<file path="config.mk">
export PLATFORM = sky130hd
export DESIGN_NAME = fifo_link_port
export DESIGN_NICKNAME = d
export VERILOG_FILES = /design/src/rtl/fifo_link_pkg.sv /design/src/rtl/fifo_link_fsm.sv /design/src/rtl/fifo_link_result.sv /design/src/rtl/fifo_link_port.sv
export SDC_FILE = /design/constraint.sdc
export NUM_CORES = 1
export LEC_CHECK = 0
export ABC_CLOCK_PERIOD_IN_PS = 1300
export CAP_MARGIN = 15
export CORE_MARGIN = 4
export CORE_UTILIZATION = 30
export DETAILED_ROUTE_END_ITERATION = 8
export DONT_BUFFER_PORTS = 1
export PLACE_DENSITY = 0.51
export SYNTH_ARGS = -nofsm -noshare
export SYNTH_HDL_FRONTEND = slang
export SYNTH_SLANG_ARGS = --single-unit
</file>
<file path="constraint.sdc">
create_clock -name clk -period 1.3 [get_ports clk]
set_input_delay 0.26 -clock clk [delete_from_list [all_inputs] [get_ports clk]]
set_output_delay 0.26 -clock clk [all_outputs]
set_load 0.05 [all_outputs]
</file>
<file path="src/rtl/fifo_link_pkg.sv">
package fifo_link_pkg;
    typedef enum logic [1:0] {
        ST_IDLE     = 2'd0,
        ST_WAIT_PUT = 2'd1,
        ST_WAIT_GET = 2'd2
    } link_state_t;
endpackage

</file>
<file path="src/rtl/fifo_link_fsm.sv">
module fifo_link_fsm
    import fifo_link_pkg::*;
#(
    parameter int DATA_W = 32
) (
    input  logic              clk,
    input  logic              rst_n,
    input  logic              req_valid,
    input  logic              req_put,
    input  logic              req_nonblk,
    input  logic              req_ctrl,
    input  logic [DATA_W-1:0] req_wdata,
    input  logic              ofifo_full,
    input  logic              ififo_exists,
    output logic              stall,
    output logic              done,
    output logic              wr_pulse,
    output logic              rd_pulse,
    output logic              fail_ev,
    output logic              get_op,
    output logic              act_ctrl,
    output logic [DATA_W-1:0] act_data
);
    link_state_t state_q, state_d;
    logic              lat_ctrl;
    logic [DATA_W-1:0] lat_data;

    // state register
    always_ff @(posedge clk) begin
        if (!rst_n) state_q <= ST_IDLE;
        else        state_q <= state_d;
    end

    // request latch, loaded only while idle
    always_ff @(posedge clk) begin
        if (!rst_n) begin
            lat_ctrl <= 1'b0;
            lat_data <= '0;
        end else if (state_q == ST_IDLE && req_valid) begin
            lat_ctrl <= req_ctrl;
            lat_data <= req_wdata;
        end
    end

    assign act_ctrl = (state_q == ST_IDLE) ? req_ctrl  : lat_ctrl;
    assign act_data = (state_q == ST_IDLE) ? req_wdata : lat_data;

    // outputs and next state
    always_comb begin
        state_d  = state_q;
        stall    = 1'b0;
        done     = 1'b0;
        wr_pulse = 1'b0;
        rd_pulse = 1'b0;
        fail_ev  = 1'b0;
        get_op   = 1'b0;
        unique case (state_q)
            ST_IDLE: begin
                if (req_valid) begin
                    get_op = !req_put;
                    if (req_put) begin
                        if (!ofifo_full) begin
                            wr_pulse = 1'b1;
                            done     = 1'b1;
                        end else if (req_nonblk) begin
                            fail_ev = 1'b1;
                            done    = 1'b1;
                        end else begin
                            stall   = 1'b1;
                            state_d = ST_WAIT_PUT;
                        end
                    end else begin
                        if (ififo_exists) begin
                            rd_pulse = 1'b1;
                            done     = 1'b1;
                        end else if (req_nonblk) begin
                            fail_ev = 1'b1;
                            done    = 1'b1;
                        end else begin
                            stall   = 1'b1;
                            state_d = ST_WAIT_GET;
                        end
                    end
                end
            end
            ST_WAIT_PUT: begin
                if (!ofifo_full) begin
                    wr_pulse = 1'b1;
                    done     = 1'b1;
                    state_d  = ST_IDLE;
                end else begin
                    stall = 1'b1;
                end
            end
            ST_WAIT_GET: begin
                get_op = 1'b1;
                if (ififo_exists) begin
                    rd_pulse = 1'b1;
                    done     = 1'b1;
                    state_d  = ST_IDLE;
                end else begin
                    stall = 1'b1;
                end
            end
            default: state_d = ST_IDLE;
        endcase
    end
endmodule

</file>
<file path="src/rtl/fifo_link_result.sv">
module fifo_link_result #(
    parameter int DATA_W = 32
) (
    input  logic              clk,
    input  logic              rst_n,
    input  logic              wr_pulse,
    input  logic              rd_pulse,
    input  logic              fail_ev,
    input  logic              get_op,
    input  logic              act_ctrl,
    input  logic [DATA_W-1:0] in_data,
    input  logic              in_ctrl,
    output logic [DATA_W-1:0] rdata,
    output logic              st_fail,
    output logic              st_ctrl_err
);
    always_ff @(posedge clk) begin
        if (!rst_n) begin
            rdata       <= '0;
            st_fail     <= 1'b0;
            st_ctrl_err <= 1'b0;
        end else if (rd_pulse) begin
            rdata       <= in_data;
            st_fail     <= 1'b0;
            st_ctrl_err <= (in_ctrl != act_ctrl);
        end else if (wr_pulse) begin
            st_fail <= 1'b0;
        end else if (fail_ev) begin
            st_fail <= 1'b1;
            if (get_op) begin
                rdata       <= '0;
                st_ctrl_err <= 1'b0;
            end
        end
    end
endmodule

</file>
<file path="src/rtl/fifo_link_port.sv">
module fifo_link_port #(
    parameter int DATA_W = 32
) (
    input  logic              clk,
    input  logic              rst_n,
    input  logic              req_valid,
    input  logic              req_put,
    input  logic              req_nonblk,
    input  logic              req_ctrl,
    input  logic [DATA_W-1:0] req_wdata,
    output logic              stall,
    output logic              done,
    output logic [DATA_W-1:0] rdata,
    output logic              st_fail,
    output logic              st_ctrl_err,
    output logic              ofifo_wr,
    output logic [DATA_W-1:0] ofifo_data,
    output logic              ofifo_ctrl,
    input  logic              ofifo_full,
    output logic              ififo_rd,
    input  logic [DATA_W-1:0] ififo_data,
    input  logic              ififo_ctrl,
    input  logic              ififo_exists
);
    logic fail_ev, get_op, act_ctrl;

    fifo_link_fsm #(.DATA_W(DATA_W)) fsm_i (
        .clk(clk), .rst_n(rst_n),
        .req_valid(req_valid), .req_put(req_put), .req_nonblk(req_nonblk),
        .req_ctrl(req_ctrl), .req_wdata(req_wdata),
        .ofifo_full(ofifo_full), .ififo_exists(ififo_exists),
        .stall(stall), .done(done), .wr_pulse(ofifo_wr), .rd_pulse(ififo_rd),
        .fail_ev(fail_ev), .get_op(get_op), .act_ctrl(act_ctrl),
        .act_data(ofifo_data)
    );

    assign ofifo_ctrl = act_ctrl;

    fifo_link_result #(.DATA_W(DATA_W)) res_i (
        .clk(clk), .rst_n(rst_n),
        .wr_pulse(ofifo_wr), .rd_pulse(ififo_rd), .fail_ev(fail_ev),
        .get_op(get_op), .act_ctrl(act_ctrl),
        .in_data(ififo_data), .in_ctrl(ififo_ctrl),
        .rdata(rdata), .st_fail(st_fail), .st_ctrl_err(st_ctrl_err)
    );
endmodule

</file>
==> flow_metrics.tcl <==
set metrics [dict create \
    dp_hpwl_mm 5.246 \
    grt_max_degree 34 \
    layout_commonest_cell "nand2_1" \
    critical_path_class "register to output pin" \
    leakage_nw 1.702 \
    ant_nets 0 \
    worst_slew_pin_slew_ps 541.3 \
    register_area_sq_um 1389 \
    p_per_area_nw_per_um2 1313 \
    design_area_sq_um 3925 \
    synth_edf_count 0 \
    path_clk_slew_ps 90 \
    finalSetupViolCount 73 \
    slew_violations 0 \
    rows 35 \
    cts_root_buf "clkbuf_8" \
    cap_violations 0 \
    nets 404 \
    fin_crit_ps 1805 \
    gp_congestion 0.7644 \
    worstPathArrival_ps 1550 \
    avgSynthCellArea_sq_um 9.742 \
    fin_ws_ps -505.0 \
    final_cells 447 \
    hold_class "input port to register" \
    multi_input_area_sq_um 1506 \
    postRouteWirelength_mm 7.737 \
    clock-sinks 69 \
    grt_pass1_wl_mm 12.35 \
    status "finished with violations" \
    grt_usage_pct 14.21 \
    yosysWarnings 0 \
    start_util_pct 30.72 \
    fmax_mhz 554.0 \
    hold_viol_final 0 \
    dieArea_sq_um 11030 \
    htreeDepth 3 \
    io_pins 144 \
    ys.flop_type "dfxtp_1" \
    fillers 903 \
    route.detailed.drc 0 \
    mostFrequentLayoutCells "nand2_1, dfxtp_1, a21oi_1, mux2_4, a22o_1" \
    drive_above_1_share_pct 34.82 \
    io_buffer_count 0 \
    clockBufferDepth 2 \
    slew_headroom_pct 63.86 \
    cp-end-kind "output pin" \
    viasPerCell 4.982 \
    syn_nets 363 \
    wire_per_inst_um 17.31 \
    required_ps 1040 \
    period_share_pct 138.8 \
    drtIter0Drc 143 \
    synth.distinct_cells 30 \
    async_flop_share_pct 0 \
    rsz0062_at_grt "true" \
    fin_util_pct 42.68 \
    seq_area_frac_synth_pct 48.89 \
    overflow 0 \
    clock_latency_ps 340 \
    vias 2227 \
    fin_skew_ps 9.139 \
    antenna_found_initial 0 \
    first_pass_iters 4 \
    dieWidth_um 105.0 \
    tritoncts "yes" \
    hold_ws_ps 37.73 \
    place_inst 413 \
    antenna_cells 0 \
    netlist_instances 290 \
    synthesis.area_sq_um 2825 \
    fp.coreArea_sq_um 9196 \
    crit_fanout 10 \
    grt_pass1_vias 2387 \
    dieHeight_um 105.0 \
    area_delta_synth_final_pct 38.93 \
    peakVddDrop_uv 578.6 \
    ys_ff_latch 69 \
    placed_area_sq_um 3326 \
    startpoint_type "register" \
    numCtsBuffers 9 \
    violations "setup timing" \
]
Yosys cell counts, drive strengths merged, types with 2 or more instances:
cell | number | area, sq um
dfxtp | 69 | 1381
a22o | 33 | 289.0
buf | 17 | 120.1
inv | 5 | 18.76
nor2 | 4 | 31.28
nor3 | 3 | 26.28
mux2 | 33 | 375.4
nand3 | 2 | 10.01
a21oi | 38 | 193.9
nand2 | 71 | 269.0
nor2b | 2 | 12.51
clkbuf | 3 | 11.26
metrics by stage:
stage          power [mW]  worst slack [ps]  TNS [ps]
6_report            5.152            -505.0    -26660
5_1_grt             5.421            -581.7    -32730
4_1_cts             5.246            -538.1    -30560
3_5_place_dp        3.417            -219.2    -14390
3_3_place_gp        3.406            -176.1    -11870
2_1_floorplan       3.247            -126.5     -4622
registers in the layout, summed over array words and instances, names as in the netlist:
signal	cells
fsm_i.state_q	2
res_i.st_fail	1
fsm_i.lat_ctrl	1
res_i.st_ctrl_err	1
res_i.rdata	32
fsm_i.lat_data	32
layout make-up:
| class | count | area share, % |
|---|---|---|
| Clock inverter | 7 | 1.658 |
| Tap cell | 111 | 3.538 |
| Sequential cell | 69 | 35.38 |
| Multi-Input combinational cell | 196 | 38.38 |
| Clock buffer | 9 | 3.156 |
| Timing Repair Buffer | 50 | 17.28 |
| Inverter | 5 | 0.6057 |
worst paths after layout:
path | start | to | slack (ps) | cells past startpoint
max | fsm_i.state_q[0]$_SDFFE_PN0P_ | ofifo_data[17] | -510 | 4
max reg2reg | fsm_i.state_q[1]$_SDFFE_PN0P_ | res_i.rdata[31]$_SDFFE_PN0P_ | -380 | 10
min reg2reg | fsm_i.lat_data[16]$_SDFFE_PN0P_ | fsm_i.lat_data[16]$_SDFFE_PN0P_ | 460 | 2
min | ififo_data[7] | res_i.rdata[7]$_SDFFE_PN0P_ | 40 | 1
metal layers:
| layer | track usage, % | wire length, um |
|---|---|---|
| met5 | 0 | 0 |
| met4 | 4.217 | 93 |
| met3 | 6.177 | 680 |
| met2 | 23.10 | 3765 |
| met1 | 16.98 | 3197 |
worst max-delay path, cell delays in order, from the launching register on:
cell and delay (ps):
dfxtp_4 370, nor2_8 160, buf_12 130, buf_12 130, mux2_4 390
logic make-up after synthesis:
group	synth area share, %
flip-flops	48.89
AO/OA/AOI/OAI	19.00
XOR/XNOR	0.3101
multiplexers	13.29
AND/OR/NAND/NOR	13.20
buffers and inverters	5.314
report_power, final:
| group | total (mW) | internal (mW) | leakage, nW | switching (mW) |
|---|---|---|---|---|
| logic | 1.09 | 0.429 | 1.04 | 0.664 |
| registers | 2.39 | 2.22 | 0.566 | 0.173 |
| clock network | 1.67 | 0.738 | 0.0943 | 0.932 |
timing repair:
item	CTS	global route
setup endpoints to repair	106	124
hold buffers	1	0
gates resized for setup	30	5
cloned	5	0
hold endpoints to repair	1	0
pin swaps	11	4
buffers inserted	12	3
Note: power is estimated with default switching activity, not from simulation.
